$ cat src/rtl/pwr_iso_pkg.sv
// Shared constants and types for the supply-aware isolation gate.
// Assumes a 32-bit data path and byte addressing with word-aligned registers.
package pwr_iso_pkg;
    localparam int DATA_W = 32;
    localparam int ADDR_W = 8;
    localparam int PG_W   = 4;
    localparam int IRQ_W  = 3;

    // Index of the user-1 core supply flag in the power-good vector.
    localparam int PG_CORE_USR1 = 3;

    localparam logic [ADDR_W-1:0] OFS_STATUS  = 8'h00;
    localparam logic [ADDR_W-1:0] OFS_IRQ_EN  = 8'h04;
    localparam logic [ADDR_W-1:0] OFS_BUS_EN  = 8'h08;
    localparam logic [ADDR_W-1:0] OFS_LA_BASE = 8'h20;

    typedef enum logic [2:0] {
        SEL_NONE,
        SEL_STATUS,
        SEL_IRQ,
        SEL_BUS,
        SEL_LA
    } reg_sel_e;
endpackage

$ cat src/rtl/pwr_iso_sync.sv
// Two-flop synchronizer for asynchronous level inputs.
// Assumes inputs are slow levels; bits are synchronized independently.
module pwr_iso_sync #(
    parameter int W = 4
) (
    input  logic         clk,
    input  logic         rst_n,
    input  logic [W-1:0] d_async,
    output logic [W-1:0] q_sync
);
    logic [W-1:0] meta_q;

    // Purpose: capture the asynchronous levels, then resample them once.
    always_ff @(posedge clk) begin
        if (!rst_n) begin
            meta_q <= '0;
            q_sync <= '0;
        end else begin
            meta_q <= d_async;
            q_sync <= meta_q;
        end
    end
endmodule

$ cat src/rtl/pwr_iso_regs.sv
// Register bank: power-good status (read-only), interrupt enable, bus enable,
// and logic-analyzer input-enable words behind a valid/ready access port.
// Assumes one access per cycle with valid high; ready is always granted.
module pwr_iso_regs
    import pwr_iso_pkg::*;
#(
    parameter int LA_W = 128
) (
    input  logic              clk,
    input  logic              rst_n,
    input  logic              req_valid,
    input  logic              req_write,
    input  logic [ADDR_W-1:0] req_addr,
    input  logic [DATA_W-1:0] req_wdata,
    output logic              rsp_valid,
    output logic [DATA_W-1:0] rsp_rdata,
    input  logic [PG_W-1:0]   pg_sync,
    output logic [LA_W-1:0]   la_en,
    output logic [IRQ_W-1:0]  irq_en,
    output logic              bus_en
);
    localparam int LA_WORDS = LA_W / DATA_W;
    localparam int IDX_W    = (LA_WORDS > 1) ? $clog2(LA_WORDS) : 1;
    localparam logic [ADDR_W-1:0] LA_SPAN = ADDR_W'(LA_WORDS * 4);

    logic [LA_WORDS-1:0][DATA_W-1:0] la_words;
    logic [ADDR_W-1:0]               la_off;
    logic [IDX_W-1:0]                la_idx;
    reg_sel_e                        sel;
    logic [DATA_W-1:0]               rd_val;
    logic                            wr_fire;

    assign la_en   = la_words;
    assign wr_fire = req_valid && req_write;

    // Purpose: decode the byte address into a register select and word index.
    always_comb begin
        sel    = SEL_NONE;
        la_off = req_addr - OFS_LA_BASE;
        la_idx = la_off[IDX_W+1:2];
        if (req_addr[1:0] == 2'b00) begin
            if (req_addr == OFS_STATUS)      sel = SEL_STATUS;
            else if (req_addr == OFS_IRQ_EN) sel = SEL_IRQ;
            else if (req_addr == OFS_BUS_EN) sel = SEL_BUS;
            else if (req_addr >= OFS_LA_BASE && la_off < LA_SPAN) sel = SEL_LA;
        end
    end

    // Purpose: update the writable enables; status and unmapped writes drop.
    always_ff @(posedge clk) begin
        if (!rst_n) begin
            la_words <= '0;
            irq_en   <= '0;
            bus_en   <= 1'b0;
        end else if (wr_fire) begin
            case (sel)
                SEL_IRQ: irq_en           <= req_wdata[IRQ_W-1:0];
                SEL_BUS: bus_en           <= req_wdata[0];
                SEL_LA:  la_words[la_idx] <= req_wdata;
                default: ;
            endcase
        end
    end

    // Purpose: select the read value for the addressed register.
    always_comb begin
        rd_val = '0;
        case (sel)
            SEL_STATUS: rd_val[PG_W-1:0]  = pg_sync;
            SEL_IRQ:    rd_val[IRQ_W-1:0] = irq_en;
            SEL_BUS:    rd_val[0]         = bus_en;
            SEL_LA:     rd_val            = la_words[la_idx];
            default:    rd_val            = '0;
        endcase
    end

    // Purpose: register the response one cycle after the access is accepted.
    always_ff @(posedge clk) begin
        if (!rst_n) begin
            rsp_valid <= 1'b0;
            rsp_rdata <= '0;
        end else begin
            rsp_valid <= req_valid;
            rsp_rdata <= (req_valid && !req_write) ? rd_val : '0;
        end
    end

    // every accepted access yields exactly one response in the next cycle.
    p_rsp_next_r10: assert property (@(posedge clk) disable iff (!rst_n)
        req_valid |=> rsp_valid);
    p_rsp_idle_r10: assert property (@(posedge clk) disable iff (!rst_n)
        !req_valid |=> !rsp_valid);

    // a status write leaves every enable untouched.
    p_status_ro_r7: assert property (@(posedge clk) disable iff (!rst_n)
        (wr_fire && sel == SEL_STATUS) |=>
        ($stable(la_words) && $stable(irq_en) && $stable(bus_en)));

    // unmapped writes are dropped and unmapped reads return zero.
    p_unmapped_wr_r9: assert property (@(posedge clk) disable iff (!rst_n)
        (wr_fire && sel == SEL_NONE) |=>
        ($stable(la_words) && $stable(irq_en) && $stable(bus_en)));
    p_unmapped_rd_r9: assert property (@(posedge clk) disable iff (!rst_n)
        (req_valid && !req_write && sel == SEL_NONE) |=> (rsp_rdata == '0));
endmodule

$ cat src/rtl/pwr_iso_mask.sv
// Gating fabric: clamps outward signals on the core supply flag and ANDs
// every inbound user signal with its enable bit.
// Assumes the supply flag is a clean level; clamping is combinational.
module pwr_iso_mask
    import pwr_iso_pkg::*;
#(
    parameter int LA_W  = 128,
    parameter int OUT_W = 32
) (
    input  logic              clk,
    input  logic              rst_n,
    input  logic              core_good,
    input  logic [OUT_W-1:0]  ctl_out,
    output logic [OUT_W-1:0]  usr_out,
    output logic              usr_oe,
    input  logic [LA_W-1:0]   la_en,
    input  logic [LA_W-1:0]   la_from_usr,
    output logic [LA_W-1:0]   la_to_ctl,
    input  logic [IRQ_W-1:0]  irq_en,
    input  logic [IRQ_W-1:0]  irq_from_usr,
    output logic [IRQ_W-1:0]  irq_to_ctl,
    input  logic              bus_en,
    input  logic [DATA_W-1:0] usr_bus_dat,
    input  logic              usr_bus_ack,
    output logic [DATA_W-1:0] ctl_bus_dat,
    output logic              ctl_bus_ack
);
    // Purpose: hold outward signals low and undriven while the core supply is down.
    assign usr_oe  = core_good;
    assign usr_out = ctl_out & {OUT_W{core_good}};

    // Purpose: per-bit qualification of the logic-analyzer lines.
    for (genvar i = 0; i < LA_W; i++) begin : g_la
        assign la_to_ctl[i] = la_from_usr[i] & la_en[i];
    end

    // Purpose: per-line qualification of the user interrupts.
    for (genvar j = 0; j < IRQ_W; j++) begin : g_irq
        assign irq_to_ctl[j] = irq_from_usr[j] & irq_en[j];
    end

    // Purpose: gate the returned bus data and acknowledge with one enable.
    assign ctl_bus_dat = usr_bus_dat & {DATA_W{bus_en}};
    assign ctl_bus_ack = usr_bus_ack & bus_en;

    // no drive toward the user region without a good core supply.
    p_clamp_r1: assert property (@(posedge clk) disable iff (!rst_n)
        !core_good |-> (usr_out == '0 && !usr_oe));
    // no logic-analyzer bit passes where its enable is clear.
    p_la_mask_r2: assert property (@(posedge clk) disable iff (!rst_n)
        ((la_to_ctl & ~la_en) == '0));
    // a disabled interrupt line never reaches the controlling side.
    p_irq_mask_r4: assert property (@(posedge clk) disable iff (!rst_n)
        ((irq_to_ctl & ~irq_en) == '0));
    // with the bus enable clear, no data and no acknowledge pass.
    p_bus_gate_r5: assert property (@(posedge clk) disable iff (!rst_n)
        !bus_en |-> (ctl_bus_dat == '0 && !ctl_bus_ack));
endmodule

$ cat src/rtl/pwr_iso_gate.sv
// Top level of the supply-aware isolation gate: synchronizer, register bank
// and gating fabric. Assumes pg_raw are asynchronous supply-detector levels.
module pwr_iso_gate
    import pwr_iso_pkg::*;
#(
    parameter int LA_W  = 128,
    parameter int OUT_W = 32
) (
    input  logic              clk,
    input  logic              rst_n,
    input  logic              req_valid,
    output logic              req_ready,
    input  logic              req_write,
    input  logic [ADDR_W-1:0] req_addr,
    input  logic [DATA_W-1:0] req_wdata,
    output logic              rsp_valid,
    output logic [DATA_W-1:0] rsp_rdata,
    input  logic [PG_W-1:0]   pg_raw,
    input  logic [OUT_W-1:0]  ctl_out,
    output logic [OUT_W-1:0]  usr_out,
    output logic              usr_oe,
    input  logic [LA_W-1:0]   la_from_usr,
    output logic [LA_W-1:0]   la_to_ctl,
    input  logic [IRQ_W-1:0]  irq_from_usr,
    output logic [IRQ_W-1:0]  irq_to_ctl,
    input  logic [DATA_W-1:0] usr_bus_dat,
    input  logic              usr_bus_ack,
    output logic [DATA_W-1:0] ctl_bus_dat,
    output logic              ctl_bus_ack
);
    logic [PG_W-1:0]  pg_sync;
    logic [LA_W-1:0]  la_en;
    logic [IRQ_W-1:0] irq_en;
    logic             bus_en;

    // Purpose: the port never stalls; every valid cycle is one access.
    assign req_ready = 1'b1;

    pwr_iso_sync #(.W(PG_W)) u_sync (
        .clk     (clk),
        .rst_n   (rst_n),
        .d_async (pg_raw),
        .q_sync  (pg_sync)
    );

    pwr_iso_regs #(.LA_W(LA_W)) u_regs (
        .clk       (clk),
        .rst_n     (rst_n),
        .req_valid (req_valid),
        .req_write (req_write),
        .req_addr  (req_addr),
        .req_wdata (req_wdata),
        .rsp_valid (rsp_valid),
        .rsp_rdata (rsp_rdata),
        .pg_sync   (pg_sync),
        .la_en     (la_en),
        .irq_en    (irq_en),
        .bus_en    (bus_en)
    );

    pwr_iso_mask #(.LA_W(LA_W), .OUT_W(OUT_W)) u_mask (
        .clk          (clk),
        .rst_n        (rst_n),
        .core_good    (pg_raw[PG_CORE_USR1]),
        .ctl_out      (ctl_out),
        .usr_out      (usr_out),
        .usr_oe       (usr_oe),
        .la_en        (la_en),
        .la_from_usr  (la_from_usr),
        .la_to_ctl    (la_to_ctl),
        .irq_en       (irq_en),
        .irq_from_usr (irq_from_usr),
        .irq_to_ctl   (irq_to_ctl),
        .bus_en       (bus_en),
        .usr_bus_dat  (usr_bus_dat),
        .usr_bus_ack  (usr_bus_ack),
        .ctl_bus_dat  (ctl_bus_dat),
        .ctl_bus_ack  (ctl_bus_ack)
    );
endmodule

$ cat config.mk
export PLATFORM = sky130hd
export DESIGN_NAME = pwr_iso_gate
export DESIGN_NICKNAME = d
export VERILOG_FILES = /design/src/rtl/pwr_iso_pkg.sv /design/src/rtl/pwr_iso_sync.sv /design/src/rtl/pwr_iso_regs.sv /design/src/rtl/pwr_iso_mask.sv /design/src/rtl/pwr_iso_gate.sv
export SDC_FILE = /design/constraint.sdc
export NUM_CORES = 1
export LEC_CHECK = 0
export BUFFER_PORTS_ARGS = -buffer_cell sky130_fd_sc_hd__buf_2
export CORE_AREA = 8 8 176 178
export CTS_BUF_LIST = sky130_fd_sc_hd__clkbuf_4
export CTS_CLUSTER_DIAMETER = 60
export DETAILED_ROUTE_END_ITERATION = 8
export DIE_AREA = 0 0 184 186
export PLACE_DENSITY = 0.57
export SYNTH_ARGS = -nofsm -noshare
export SYNTH_HDL_FRONTEND = slang
export SYNTH_SLANG_ARGS = --single-unit
export TNS_END_PERCENT = 1
$ cat constraint.sdc
create_clock -name clk -period 1.64 [get_ports clk]
set_clock_uncertainty 0.15 [all_clocks]
set_input_delay 0.164 -clock clk [delete_from_list [all_inputs] [get_ports clk]]
set_output_delay 0.164 -clock clk [all_outputs]
set_load 0.01 [all_outputs]
==> impl_results.md <==
* Status: finished, violations left
* Violated checks: negative setup slack
* Global Route Usage Sum at 16.9%
* WL met1 at 12800 µm
* Worst Setup EP: ctl_bus_dat[16]
* CTS max path bufs at 2
* Max Transition Viols Final at 0
* Gpl congestion at 0.885
* Initial Util at 28.9%
* Post-synth top area share at 42.4%
* GRT overflow at 0
* Count of cell types in the netlist at 28
* CTS Buf Count at 17
* CP Data Required Time at 1330 ps
* First-pass GRT wire length at 45200 µm
* Row count at 62
* Mapped cell area at 0.00817 mm²
* Max VDD drop at 0.314 mV
* Die Wd at 184 µm
* WHS at 78.6 ps
* Crit start category: flip-flop
* Core area at 0.0282 mm²
* Most common cell after layout, fill and taps aside: buf_2
* Sequential-to-total area share from yosys stat at 42.4%
* Leading area contributor after synthesis: dfxtp_1
* Slowest stage cell, crit path: dfxtp_2
* Post-CTS setup buffer count at 0
* Number of setup violations in the final report at 28
* Root Buffer: clkbuf_4
* Critical path startpoint: u_regs.bus_en
* Max Cap Violations at 0
* Die area at 0.0342 mm²
* Io pins at 475
* Total power at 7.42 mW
* CTS clk-pin slew, worst paths at 130 ps
* Syn nets at 1067
* Drt total wl at 30100 µm
* Via count at 7501
* Achievable frequency at 593 MHz
* RR Endpoint: u_regs.rsp_rdata[0]
* Crit share post-route at 103%
* Core Util, Final at 42.5%
* Drt pass-1 iters at 4
* Cells after Synth at 822
* Vias/cell at 4.30
* CP cell instances: buf_12 -> and2_4 -> buf_2
* Min-Delay Path Class: in -> reg
* Unrepaired setup endpoints after global routing: yes
* Met2 wire len at 15000 µm
* Leak at 6.38 nW
* Avg Inst Size Synth at 9.94 µm²
* Largest cells by area after synthesis: dfxtp_1 (42%), mux2i_1 (17%), and2_1 (16%), mux4_2 (8.8%), nand2_1 (7.5%)
* Yosys warns at 0
* Flop-to-flop setup slack at 390 ps
* Clk_lat worst skew at 560 ps
* 1st-iter DRT viols at 324
* Crit path max fanout at 35
* Power Dens Cells at 618 mW/mm²
* Largest net degree at the start of global routing at 76
* Chip Height at 186 µm
* Top Metal Used: met5
* WL met3 at 1920 µm
* DP HPWL at 23600 µm
* CTS tree: built
* Hold Vio Cnt, Final at 0
* Final worst setup slack at -45.6 ps
* Port Buffers at 473
* Routed wire per std cell at 17.3 µm
* DRT antenna net count at 0
* Vias in the first global route at 8107
* CP arrival at 1370 ps
* Initial antenna violation count at 3
* Hold Path Origin: req_addr[3]
* Worst reg2reg path depth at 3
* Clock sink count at 173
* Reg-to-Reg Start: u_regs.la_en[64]
* Kind of critical path: reg -> out
* H-tree depth at 4
* Most frequent cells in the layout: buf_2 (466), and2_1 (199), nand2_1 (164)
* Final nets at 1591
* Layout cells sized above 1 at 46.6%
* Crit-path max cell delay at 370 ps
* Critical Path End Type: output port
* Syn-to-layout area delta at 47.1%
* Final Critical Period at 1690 ps
* Synth Register Bits at 173
* Drc violations at 0
## Yosys cell counts (all sizes together)
library cell,instances
nor4bb,1
o22ai,3
nand4b,1
dfxtp,173
conb,1
o21a,1
nor2b,28
clkbuf,31
o32ai,1
ha,1
nand2,164
and4,2
nand3b,1
and4b,2
xnor2,1
and3b,1
nand3,3
and2,206
nor3,2
buf,21
mux4,32
mux2i,135
inv,7
nand4,4
## per-stage QoR
stage          TNS, ps  setup WS (ps)  area, µm²  std cells
6_report          -426          -45.6      12000       1744
3_3_place_gp     -6070          -98.9      11100       1661
3_5_place_dp     -6820           -108      11100       1661
4_1_cts          -2560           -107      11900       1743
5_1_grt          -4250           -156      12000       1744
2_1_floorplan        0           6.25       8170        822
## worst min-delay path by stage
stage	endpoint	slack, ps	cells after the start
3_3_place_gp	u_sync.meta_q[1]	220	2
4_1_cts	u_regs.bus_en	10	4
6_report	u_regs.bus_en	80	4
2_1_floorplan	u_regs.rsp_valid	140	1
3_5_place_dp	u_sync.meta_q[1]	220	2
5_1_grt	u_regs.bus_en	30	4
## flip-flops by register name, indices dropped and copies added, names as in the netlist
register,cells
u_regs.la_en,128
u_regs.rsp_rdata,32
u_sync.meta_q,4
u_regs.rsp_valid,1
u_sync.q_sync,4
u_regs.irq_en,3
u_regs.bus_en,1
## cell families (layout without fill, tap and decap cells)
family,count (synthesis),count (layout),synth area share [%]
DFF,173,173,42.4
and+or+nand+nor,415,415,27.3
adders and majority gates,1,1,0.153
muxes,167,167,25.4
xor gates and xnor gates,1,1,0.199
buffers and inverters,59,596,4.06
AOI/OAI and AO/OA,5,5,0.429
other,1,2,0.0459
## cell type report
cell class	instances	area, µm²
Fill cell	2896	16200
Multi-Input combinational cell	590	4420
Sequential cell	173	3530
Timing Repair Buffer	557	3280
Tap cell	384	480
Clock inverter	15	146
Clock buffer	17	128
Inverter	7	26.3
Antenna cell	1	2.50
## report_power, final
part | switching (mW) | internal [mW]
Combinational | 0.370 | 0.442
Sequential | 0.00420 | 4.22
Clock | 1.70 | 0.687
Total | 2.08 | 5.34
## timing repair
item,4_1_cts,5_1_grt
pin swaps,1,1
hold buffers,50,0
endpoints found under the hold margin,144,0
resized for setup,16,51
setup endpoints to repair,38,80
## routing by layer
layer / up-vias / GRT usage [%]
met3: 26 / 4.10
met1: 3449 / 20.5
met2: 256 / 29.4
met5: - / 0
met4: 2 / 4.36
li1: 3768 / -
## worst max-delay path: cells and delay by family (launching register included)
family / cells / cell delay [ps]
buf+inv: 2 / 300
flops: 1 / 370
simple gates: 1 / 170
Power figures use the tool's default switching activity.
